**src/rtl/dba_pkg.sv**
```systemverilog
package dba_pkg;
    typedef enum logic [1:0] {
        OWN_NONE = 2'd0,
        OWN_PRI  = 2'd1,
        OWN_SEC  = 2'd2
    } owner_e;

    localparam logic [1:0] SEL_WLEN = 2'd0;
    localparam logic [1:0] SEL_WGO  = 2'd1;
    localparam logic [1:0] SEL_PROT = 2'd2;

    localparam int N_REGIONS = 4;
    localparam int PROT_W    = 2 * N_REGIONS;
endpackage

```
**src/rtl/dba_cfg_regs.sv**
```systemverilog
module dba_cfg_regs #(
    parameter int CNT_W = 8,
    parameter int DW    = 16
) (
    input  logic                       clk,
    input  logic                       rst_n,
    input  logic                       cfg_wr,
    input  logic                       cfg_src,
    input  logic [1:0]                 cfg_sel,
    input  logic [DW-1:0]              cfg_wdata,
    output logic [CNT_W-1:0]           win_len,
    output logic                       win_go,
    output logic [dba_pkg::PROT_W-1:0] prot
);
    import dba_pkg::*;

    typedef struct packed {
        logic [CNT_W-1:0]  win_len;
        logic [PROT_W-1:0] prot;
    } regs_t;

    regs_t regs_q, regs_d;

    always_comb begin
        regs_d = regs_q;
        win_go = 1'b0;
        if (cfg_wr && cfg_src) begin
            if (cfg_sel == SEL_WLEN) regs_d.win_len = cfg_wdata[CNT_W-1:0];
            if (cfg_sel == SEL_WGO)  win_go = 1'b1;
        end
        if (cfg_wr && !cfg_src && cfg_sel == SEL_PROT)
            regs_d.prot = cfg_wdata[PROT_W-1:0];
    end

    always_ff @(posedge clk) begin
        if (!rst_n) begin
            regs_q.win_len <= '0;
            regs_q.prot    <= '1;
        end else begin
            regs_q <= regs_d;
        end
    end

    assign win_len = regs_q.win_len;
    assign prot    = regs_q.prot;


    prot_foreign_chk: assert property (@(posedge clk) disable iff (!rst_n)
        (cfg_wr && cfg_src && cfg_sel == SEL_PROT) |=> $stable(regs_q.prot));


    wlen_foreign_chk: assert property (@(posedge clk) disable iff (!rst_n)
        (cfg_wr && !cfg_src && cfg_sel == SEL_WLEN) |=> $stable(regs_q.win_len));
endmodule

```
**src/rtl/dba_window_timer.sv**
```systemverilog
module dba_window_timer #(
    parameter int CNT_W = 8
) (
    input  logic             clk,
    input  logic             rst_n,
    input  logic             load,
    input  logic [CNT_W-1:0] len,
    output logic             active
);
    typedef struct packed {
        logic [CNT_W-1:0] cnt;
    } tmr_t;

    tmr_t tmr_q, tmr_d;

    always_comb begin
        tmr_d = tmr_q;
        if (load)
            tmr_d.cnt = len;
        else if (tmr_q.cnt != '0)
            tmr_d.cnt = tmr_q.cnt - 1'b1;
    end

    always_ff @(posedge clk) begin
        if (!rst_n) tmr_q <= '0;
        else        tmr_q <= tmr_d;
    end

    assign active = (tmr_q.cnt != '0);


    win_countdown_chk: assert property (@(posedge clk) disable iff (!rst_n)
        (active && !load) |=> (tmr_q.cnt == $past(tmr_q.cnt) - 1'b1));
endmodule

```
**src/rtl/dba_own_filter.sv**
```systemverilog
module dba_own_filter #(
    parameter int AW         = 16,
    parameter int MASTER_IDX = 0
) (
    input  logic                       valid,
    input  logic [AW-1:0]              addr,
    input  logic [dba_pkg::PROT_W-1:0] prot,
    output logic                       fwd,
    output logic                       blocked
);
    logic [1:0] region;
    logic       owned;

    always_comb begin
        region  = addr[AW-1 -: 2];
        owned   = prot[2 * int'(region) + MASTER_IDX];
        fwd     = valid && owned;
        blocked = valid && !owned;
    end
endmodule

```
**src/rtl/dba_grant_ctrl.sv**
```systemverilog
module dba_grant_ctrl (
    input  logic clk,
    input  logic rst_n,
    input  logic p_req,
    input  logic s_req,
    input  logic win_active,
    input  logic dn_ready,
    output logic p_gnt,
    output logic s_gnt
);
    import dba_pkg::*;

    typedef struct packed {
        owner_e owner;
    } arb_t;

    arb_t   arb_q, arb_d;
    owner_e cur;

    always_comb begin
        arb_d = arb_q;
        if (arb_q.owner != OWN_NONE) cur = arb_q.owner;
        else if (win_active)         cur = s_req ? OWN_SEC : OWN_NONE;
        else if (p_req)              cur = OWN_PRI;
        else if (s_req)              cur = OWN_SEC;
        else                         cur = OWN_NONE;
        p_gnt = (cur == OWN_PRI) && p_req;
        s_gnt = (cur == OWN_SEC) && s_req;
        arb_d.owner = ((p_gnt || s_gnt) && !dn_ready) ? cur : OWN_NONE;
    end

    always_ff @(posedge clk) begin
        if (!rst_n) arb_q.owner <= OWN_NONE;
        else        arb_q <= arb_d;
    end


    single_grant_chk: assert property (@(posedge clk) disable iff (!rst_n)
        $onehot0({p_gnt, s_gnt}));


    hold_pri_chk: assert property (@(posedge clk) disable iff (!rst_n)
        (p_gnt && !dn_ready) |=> !s_gnt);


    hold_sec_chk: assert property (@(posedge clk) disable iff (!rst_n)
        (s_gnt && !dn_ready) |=> !p_gnt);


    win_stall_chk: assert property (@(posedge clk) disable iff (!rst_n)
        (win_active && arb_q.owner != OWN_PRI) |-> !p_gnt);
endmodule

```
**src/rtl/dual_bus_arbiter.sv**
```systemverilog
module dual_bus_arbiter #(
    parameter int AW    = 16,
    parameter int DW    = 16,
    parameter int CNT_W = 8
) (
    input  logic          clk,
    input  logic          rst_n,
    input  logic          p_valid,
    output logic          p_ready,
    input  logic [AW-1:0] p_addr,
    input  logic          p_we,
    input  logic [DW-1:0] p_wdata,
    output logic [DW-1:0] p_rdata,
    output logic          p_err,
    input  logic          s_valid,
    output logic          s_ready,
    input  logic [AW-1:0] s_addr,
    input  logic          s_we,
    input  logic [DW-1:0] s_wdata,
    output logic [DW-1:0] s_rdata,
    output logic          s_err,
    input  logic          cfg_wr,
    input  logic          cfg_src,
    input  logic [1:0]    cfg_sel,
    input  logic [DW-1:0] cfg_wdata,
    output logic          dn_valid,
    input  logic          dn_ready,
    output logic [AW-1:0] dn_addr,
    output logic          dn_we,
    output logic [DW-1:0] dn_wdata,
    input  logic [DW-1:0] dn_rdata
);
    import dba_pkg::*;

    logic [CNT_W-1:0]  win_len;
    logic              win_go;
    logic              win_active;
    logic [PROT_W-1:0] prot;
    logic              p_fwd, p_blk, s_fwd, s_blk;
    logic              p_gnt, s_gnt;

    dba_cfg_regs #(.CNT_W(CNT_W), .DW(DW)) u_cfg (
        .clk(clk), .rst_n(rst_n), .cfg_wr(cfg_wr), .cfg_src(cfg_src),
        .cfg_sel(cfg_sel), .cfg_wdata(cfg_wdata),
        .win_len(win_len), .win_go(win_go), .prot(prot)
    );

    dba_window_timer #(.CNT_W(CNT_W)) u_tmr (
        .clk(clk), .rst_n(rst_n), .load(win_go), .len(win_len),
        .active(win_active)
    );

    dba_own_filter #(.AW(AW), .MASTER_IDX(0)) u_pflt (
        .valid(p_valid), .addr(p_addr), .prot(prot),
        .fwd(p_fwd), .blocked(p_blk)
    );

    dba_own_filter #(.AW(AW), .MASTER_IDX(1)) u_sflt (
        .valid(s_valid), .addr(s_addr), .prot(prot),
        .fwd(s_fwd), .blocked(s_blk)
    );

    dba_grant_ctrl u_gnt (
        .clk(clk), .rst_n(rst_n), .p_req(p_fwd), .s_req(s_fwd),
        .win_active(win_active), .dn_ready(dn_ready),
        .p_gnt(p_gnt), .s_gnt(s_gnt)
    );

    always_comb begin
        dn_valid = p_gnt || s_gnt;
        dn_addr  = s_gnt ? s_addr  : p_addr;
        dn_we    = s_gnt ? s_we    : p_we;
        dn_wdata = s_gnt ? s_wdata : p_wdata;
        p_ready  = p_blk || (p_gnt && dn_ready);
        s_ready  = s_blk || (s_gnt && dn_ready);
        p_err    = p_blk;
        s_err    = s_blk;
        p_rdata  = dn_rdata;
        s_rdata  = dn_rdata;
    end


    p_blocked_chk: assert property (@(posedge clk) disable iff (!rst_n)
        p_err |-> !p_gnt);


    s_blocked_chk: assert property (@(posedge clk) disable iff (!rst_n)
        s_err |-> !s_gnt);


    win_no_pri_start_chk: assert property (@(posedge clk) disable iff (!rst_n)
        (win_active && !$past(p_gnt && !dn_ready)) |-> !(p_ready && !p_err));
endmodule

```
**config.mk**
```make
export PLATFORM = sky130hd
export DESIGN_NAME = dual_bus_arbiter
export DESIGN_NICKNAME = d
export VERILOG_FILES = /design/src/rtl/dba_pkg.sv /design/src/rtl/dba_cfg_regs.sv /design/src/rtl/dba_window_timer.sv /design/src/rtl/dba_own_filter.sv /design/src/rtl/dba_grant_ctrl.sv /design/src/rtl/dual_bus_arbiter.sv
export SDC_FILE = /design/constraint.sdc
export NUM_CORES = 1
export LEC_CHECK = 0
export CORE_UTILIZATION = 36
export DETAILED_ROUTE_END_ITERATION = 6
export PLACE_DENSITY = 0.89
export SETUP_SLACK_MARGIN = 0.2
export SLEW_MARGIN = 20
export SYNTH_ARGS = -nofsm -noshare
export SYNTH_HDL_FRONTEND = slang
export SYNTH_HIERARCHICAL = 1
export SYNTH_SLANG_ARGS = --single-unit
```
**constraint.sdc**
```tcl
create_clock -name clk -period 6.07 [get_ports clk]
set_input_delay 1.214 -clock clk [delete_from_list [all_inputs] [get_ports clk]]
set_output_delay 1.214 -clock clk [all_outputs]
set_load 0.05 [all_outputs]
```
==> flow_summary.json, run 1 <==
{
  "drtPass1Iterations": 4,
  "hold_class": "reg2reg",
  "area_growth_pct": 46.12,
  "grt_setup_unrepaired": "no",
  "synth_top_cell_by_area": "dfxtp_1",
  "grt_max_degree": 45,
  "finClkSkew_ps": 1.243,
  "port_buffers": 120,
  "syn_avg_cell_area_sq_um": 10.17,
  "internal_power_uw": 536.6,
  "setup_viol": 0,
  "cts-buffers-inserted": 3,
  "p_leak_nw": 1.243,
  "cp_data_arrival_time_ps": 4290,
  "seq_area_frac_synth_pct": 23.92,
  "cp_max_fo": 34,
  "vdd_drop_max_v": 0.0001701,
  "nets": 407,
  "dp_hpwl_um": 4256,
  "clk_latency_ps": 270,
  "period_needed_ps": 5506,
  "max-slew-margin-rel_pct": 65.01,
  "n_fill_cell": 520,
  "grt_antenna_before_repair": 0,
  "drv_cap": 0,
  "syn-cell-area_sq_um": 2176,
  "drc": 0,
  "yosys.area.top_type_share_pct": 23.92,
  "vias": 1719,
  "pwr-share-clk_pct": 11.9,
  "drv_slew": 0,
  "grtUsageTotal_pct": 15.57,
  "syn_nets": 323,
  "finalSetupTns_ps": 0,
  "power.switching_uw": 401.0,
  "synth_warnings": 6,
  "stdcell_area_sq_um": 3179,
  "die_area_sq_um": 6359,
  "fin_crit_sh_pct": 90.71,
  "fin_cells": 369,
  "start_util_pct": 38.34,
  "drt_iter0_drc": 34,
  "power.density_nw_per_um2": 294.9,
  "path_class": "in2out",
  "cts_root_buf": "clkbuf_8",
  "drive_gt1_share_pct": 19.19,
  "io_pins": 177,
  "cts_resized": 0,
  "route.detailed.wl_per_inst_um": 14.20,
  "ant_nets": 0,
  "fp.dieW_um": 79.75,
  "outcome": "completed",
  "sw_frac_of_total_pct": 42.77,
  "cts_sinks": 26,
  "share_comb_of_total_power_pct": 65.0,
  "total_power_uw": 937.6,
  "endpoint_kind": "output pin",
  "clockBufferDepth": 2,
  "drt-vias-per-instance": 4.659,
  "critical_path_required_ps": 4860,
  "postCtsSetupBuffers": 0,
  "tritoncts": "built",
  "grt_overflow_total": 0,
  "worst_pin_slew_ps": 523.3,
  "die_height_um": 79.75,
  "synthCells": 214,
  "ctsHoldBuffers": 0,
  "synth-seq-cells": 26,
  "yosysUniqueCellTypes": 42,
  "max_freq_mhz": 181.6,
  "hold_violations": 0,
  "grt_first_pass_wirelength_um": 7955,
  "gp_congestion": 0.7278,
  "coreArea_sq_um": 5675,
  "htree_levels": 1,
  "num_rows": 27,
  "crit_path_start_kind": "input port",
  "grt_pass1_vias": 1743,
  "clk_pin_slew_ps": 90,
  "antenna_cells": 0,
  "power_frac_seq_pct": 23.1,
  "totalWireLength_um": 5238,
  "placedCellCount": 365,
  "placed_area_sq_um": 3124,
  "yosys-top-cells-area": "dfxtp_1 24%, mux2_4 20%, buf_4 11%, mux2i_1 8.3%, nor2b_1 5.2%"
}
==> state kept, by name, indices dropped and copies added, names as in the netlist <==
register / flops
u_cfg/prot: 8
u_cfg/win_len: 8
u_gnt/arb_q: 2
u_tmr/tmr_q: 8
==> placed cells by master (no fill, tap or decap), types with 3 or more instances in the layout <==
| cell | n |
|---|---|
| a21oi_1 | 4 |
| and2_1 | 3 |
| buf_4 | 7 |
| clkbuf_8 | 4 |
| clkdlybuf4s50_1 | 114 |
| dfxtp_1 | 26 |
| inv_1 | 6 |
| mux2_2 | 5 |
| mux2_4 | 29 |
| mux2i_1 | 18 |
| nand2_1 | 18 |
| nand3_1 | 6 |
| nor2b_1 | 18 |
| o31ai_1 | 4 |
| xnor2_1 | 3 |
==> through the flow <==
step                utilization, %  setup WS, ps  hold WS [ps]
finish                       56.02         564.2         467.7
global route                 56.02         440.3         494.4
CTS                          56.02         561.1         469.2
detailed placement           55.05         564.5         452.5
global placement             55.05         587.6         442.1
floorplan                        -          1914         431.2
==> cell type report <==
class	count	area (sq um)	area share [%]
Tap cell	72	90.09	2.834
Sequential cell	26	520.5	16.37
Timing Repair Buffer	122	1214	38.17
Multi-Input combinational cell	138	1274	40.06
Inverter	7	26.28	0.8264
Clock buffer	4	55.05	1.732
==> cells in the mapped netlist (all sizes together) <==
master and count:
and4b 1, nand3 6, or4 1, or3 1, and2 3, o211ai 1, mux2 34, a21o 2
inv 7, nand2b 2, nor4b 2, o21ai 3, a211oi 1, xor2 1, dlygate4sd1 1, nand4 1
nand2 18, mux2i 18, clkbuf 3, buf 39, o31ai 4, xnor2 3, dfxtp 26, nor2b 18
ha 2, nor3b 3, nor3 1, nor2 2, nor4 1, or2 1, and4bb 2, mux4 2
a21oi 4
==> cells by family after synthesis <==
logic type / count (synthesis) / synth area share, %
DFF: 26 / 23.92
adders and majority gates: 2 / 1.150
xor gates and xnor gates: 4 / 1.610
buffers and inverters: 50 / 17.77
muxes: 54 / 32.95
and+or+nand+nor: 63 / 18.06
AOI/OAI and AO/OA: 15 / 4.543
==> power by group through the flow <==
stage,clock [mW],combinational (mW),sequential [mW]
2_1_floorplan,0,0.510,0.216
3_3_place_gp,0,0.597,0.219
3_5_place_dp,0,0.608,0.221
4_1_cts,0.114,0.612,0.217
5_1_grt,0.125,0.645,0.221
6_report,0.112,0.609,0.216
==> worst paths after layout <==
path                                  from  slack, ps  cells after the start                             to
max                             p_addr[14]        560                      8                          dn_we
min          u_cfg/win_len[7]$_SDFFE_PN0P_        470                      2  u_cfg/win_len[7]$_SDFFE_PN0P_
max reg2reg    u_tmr/tmr_q[4]$_SDFFE_PN0P_       4100                      5    u_tmr/tmr_q[1]$_SDFFE_PN0P_
min reg2reg  u_cfg/win_len[7]$_SDFFE_PN0P_        470                      2  u_cfg/win_len[7]$_SDFFE_PN0P_
==> metal layers <==
metal | GRT usage [%] | wire length [um]
met1 | 19.39 | 2220
met2 | 27.26 | 2672
met3 | 3.543 | 316
met4 | 3.036 | 28
met5 | 0 | 0
==> worst max-delay path: stages <==
cell             delay, ps
clkdlybuf4s50_1        500
mux4_2                 550
and2_1                 190
nor3b_2                170
nor3b_2                270
buf_12                 290
mux2_2                 380
clkdlybuf4s50_1        700
No activity file was read; power rests on OpenSTA's default activity.
==> run 2, diff against run 1 <==
--- a/config.mk
+++ b/config.mk
@@ -7,5 +7,5 @@
 export LEC_CHECK = 0
-export CORE_UTILIZATION = 36
+export CORE_UTILIZATION = 33
 export DETAILED_ROUTE_END_ITERATION = 6
-export PLACE_DENSITY = 0.89
+export PLACE_DENSITY = 0.82
 export SETUP_SLACK_MARGIN = 0.2
==> constraint.sdc (replaced) <==
create_clock -name clk -period 5.7 [get_ports clk]
set_input_delay 1.14 -clock clk [delete_from_list [all_inputs] [get_ports clk]]
set_output_delay 1.14 -clock clk [all_outputs]
set_load 0.01 [all_outputs]
==> run 2 against run 1 <==
Die area increased by 8.9%. Setup slack improved by 33 ps. Total power decreased by 9.1%. Largest power group unchanged. First-iteration DRC count decreased by 56%. Clock-buffer cell count unchanged. Combinational power decreased by 18%.
==> flow_summary.json, run 2 (synthesis results as in run 1) <==
{
  "outcome": "completed",
  "cts_sinks": 26,
  "timing.rr.end": "u_tmr/tmr_q[1]$_SDFFE_PN0P_",
  "power_frac_seq_pct": 27.3,
  "clockBufferDepth": 2,
  "path_class": "in2out",
  "layout_common_cells": "120 x clkdlybuf4s50_1, 29 x mux2_4, 26 x dfxtp_1",
  "whs_path_depth": 2,
  "antenna_cells": 0,
  "gp_congestion": 0.7370,
  "grt_pass1_vias": 1786,
  "drt_iter0_drc": 15,
  "power.switching_uw": 277.3,
  "crit_path_start_kind": "input port",
  "internal_power_uw": 574.6,
  "r2r_start": "u_tmr/tmr_q[4]$_SDFFE_PN0P_",
  "die_area_sq_um": 6922,
  "pwr-share-clk_pct": 14.2,
  "setup_viol": 0,
  "grt_antenna_before_repair": 0,
  "vias": 1718,
  "drt-vias-per-instance": 4.594,
  "period_needed_ps": 5103,
  "clk_latency_ps": 280,
  "r2r_slack_ps": 3720,
  "max-slew-margin-rel_pct": 67.13,
  "io_pins": 177,
  "dp_hpwl_um": 4355,
  "ctsHoldBuffers": 0,
  "htree_levels": 1,
  "cp_max_fo": 35,
  "drive_gt1_share_pct": 17.17,
  "mostFrequentLayoutCell": "clkdlybuf4s50_1",
  "fin_crit_sh_pct": 89.53,
  "fp.dieW_um": 83.20,
  "cp_data_arrival_time_ps": 3960,
  "area_growth_pct": 47.10,
  "clk_pin_slew_ps": 90,
  "n_fill_cell": 545,
  "ant_nets": 0,
  "largest_registers": "u_cfg/prot (8), u_cfg/win_len (8), u_tmr/tmr_q (8)",
  "num_rows": 29,
  "hold_start": "u_cfg/win_len[6]$_SDFFE_PN0P_",
  "p_leak_nw": 1.238,
  "tritoncts": "built",
  "grt_first_pass_wirelength_um": 8507,
  "critPathLaunch": "p_addr[14]",
  "nets": 407,
  "grt_setup_unrepaired": "no",
  "drc": 0,
  "drtPass1Iterations": 5,
  "grt_max_degree": 45,
  "rr_worst_depth": 5,
  "cts_root_buf": "clkbuf_8",
  "hold_class": "reg2reg",
  "grt_overflow_total": 0,
  "drv_cap": 0,
  "coreArea_sq_um": 6350,
  "max_freq_mhz": 196.0,
  "share_comb_of_total_power_pct": 58.5,
  "cts_resized": 0,
  "totalWireLength_um": 5349,
  "worst_pin_slew_ps": 493.0,
  "postCtsSetupBuffers": 0,
  "finalSetupTns_ps": 0,
  "placed_area_sq_um": 3146,
  "sw_frac_of_total_pct": 32.55,
  "route.detailed.wl_per_inst_um": 14.30,
  "hold_violations": 0,
  "start_util_pct": 34.27,
  "critical_path_required_ps": 4560,
  "finClkSkew_ps": 4.801,
  "drv_slew": 0,
  "port_buffers": 120,
  "vdd_drop_max_v": 0.0001762,
  "die_height_um": 83.20,
  "min_to": "u_cfg/win_len[6]$_SDFFE_PN0P_",
  "power.density_nw_per_um2": 266.2,
  "endpoint_kind": "output pin",
  "grtUsageTotal_pct": 14.88,
  "cts-buffers-inserted": 3,
  "stdcell_area_sq_um": 3201
}
-- run 2: layer usage --
| layer | part of all wire (%) | global-route usage (%) | vias up | wire length (um) |
|---|---|---|---|---|
| li1 | - | - | 870 | - |
| met5 | 0 | 0 | - | 0 |
| met4 | 1.2 | 4.545 | 0 | 62 |
| met2 | 52 | 27.35 | 59 | 2772 |
| met1 | 42 | 17.57 | 780 | 2236 |
| met3 | 5.2 | 2.386 | 9 | 278 |
-- run 2: critical path, stage by stage --
cell	delay, ps
clkdlybuf4s50_1	510
mux4_2	550
and2_1	190
nor3b_2	170
nor3b_2	240
buf_12	290
mux2_2	380
clkdlybuf4s50_1	490
-- run 2: worst max-delay path by stage --
stage | depth (start not counted) | slack [ps] | endpoint
after floorplan | 7 | 1760 | dn_addr[10]
after global placement | 8 | 650 | dn_wdata[13]
after detailed placement | 8 | 600 | dn_we
after CTS | 8 | 590 | dn_addr[0]
after global routing | 8 | 530 | dn_wdata[15]
final | 8 | 600 | dn_addr[0]
-- run 2: power by group through the flow --
stage                     registers [mW]  clock network [mW]  logic [mW]
after CTS                          0.232               0.123       0.504
after detailed placement           0.237                   0       0.500
after global routing               0.235               0.131       0.533
after global placement             0.234                   0       0.491
after floorplan                    0.230                   0       0.352
final                              0.232               0.121       0.498
-- run 2: stage by stage --
step           cells  power (mW)  utilization, %  hold slack [ps]  worst slack [ps]
4_1_cts          374      0.8591           50.40            462.1             592.8
5_1_grt          374      0.8990           50.40            481.6             530.4
3_3_place_gp     370      0.7256           49.54            443.6             649.4
6_report         374      0.8519           50.40            458.5             597.0
3_5_place_dp     370      0.7367           49.54            447.6             604.4
2_1_floorplan    214      0.5824               -            431.2              1761
-- run 2: layout make-up --
class / instances / area [sq um] / area share, %
sequential: 26 / 520.5 / 16.26
tap: 77 / 96.34 / 3.010
multi-input combinational: 138 / 1274 / 39.80
inverter: 7 / 26.28 / 0.8210
clock buffer: 4 / 55.05 / 1.720
timing repair buffer: 122 / 1229 / 38.39
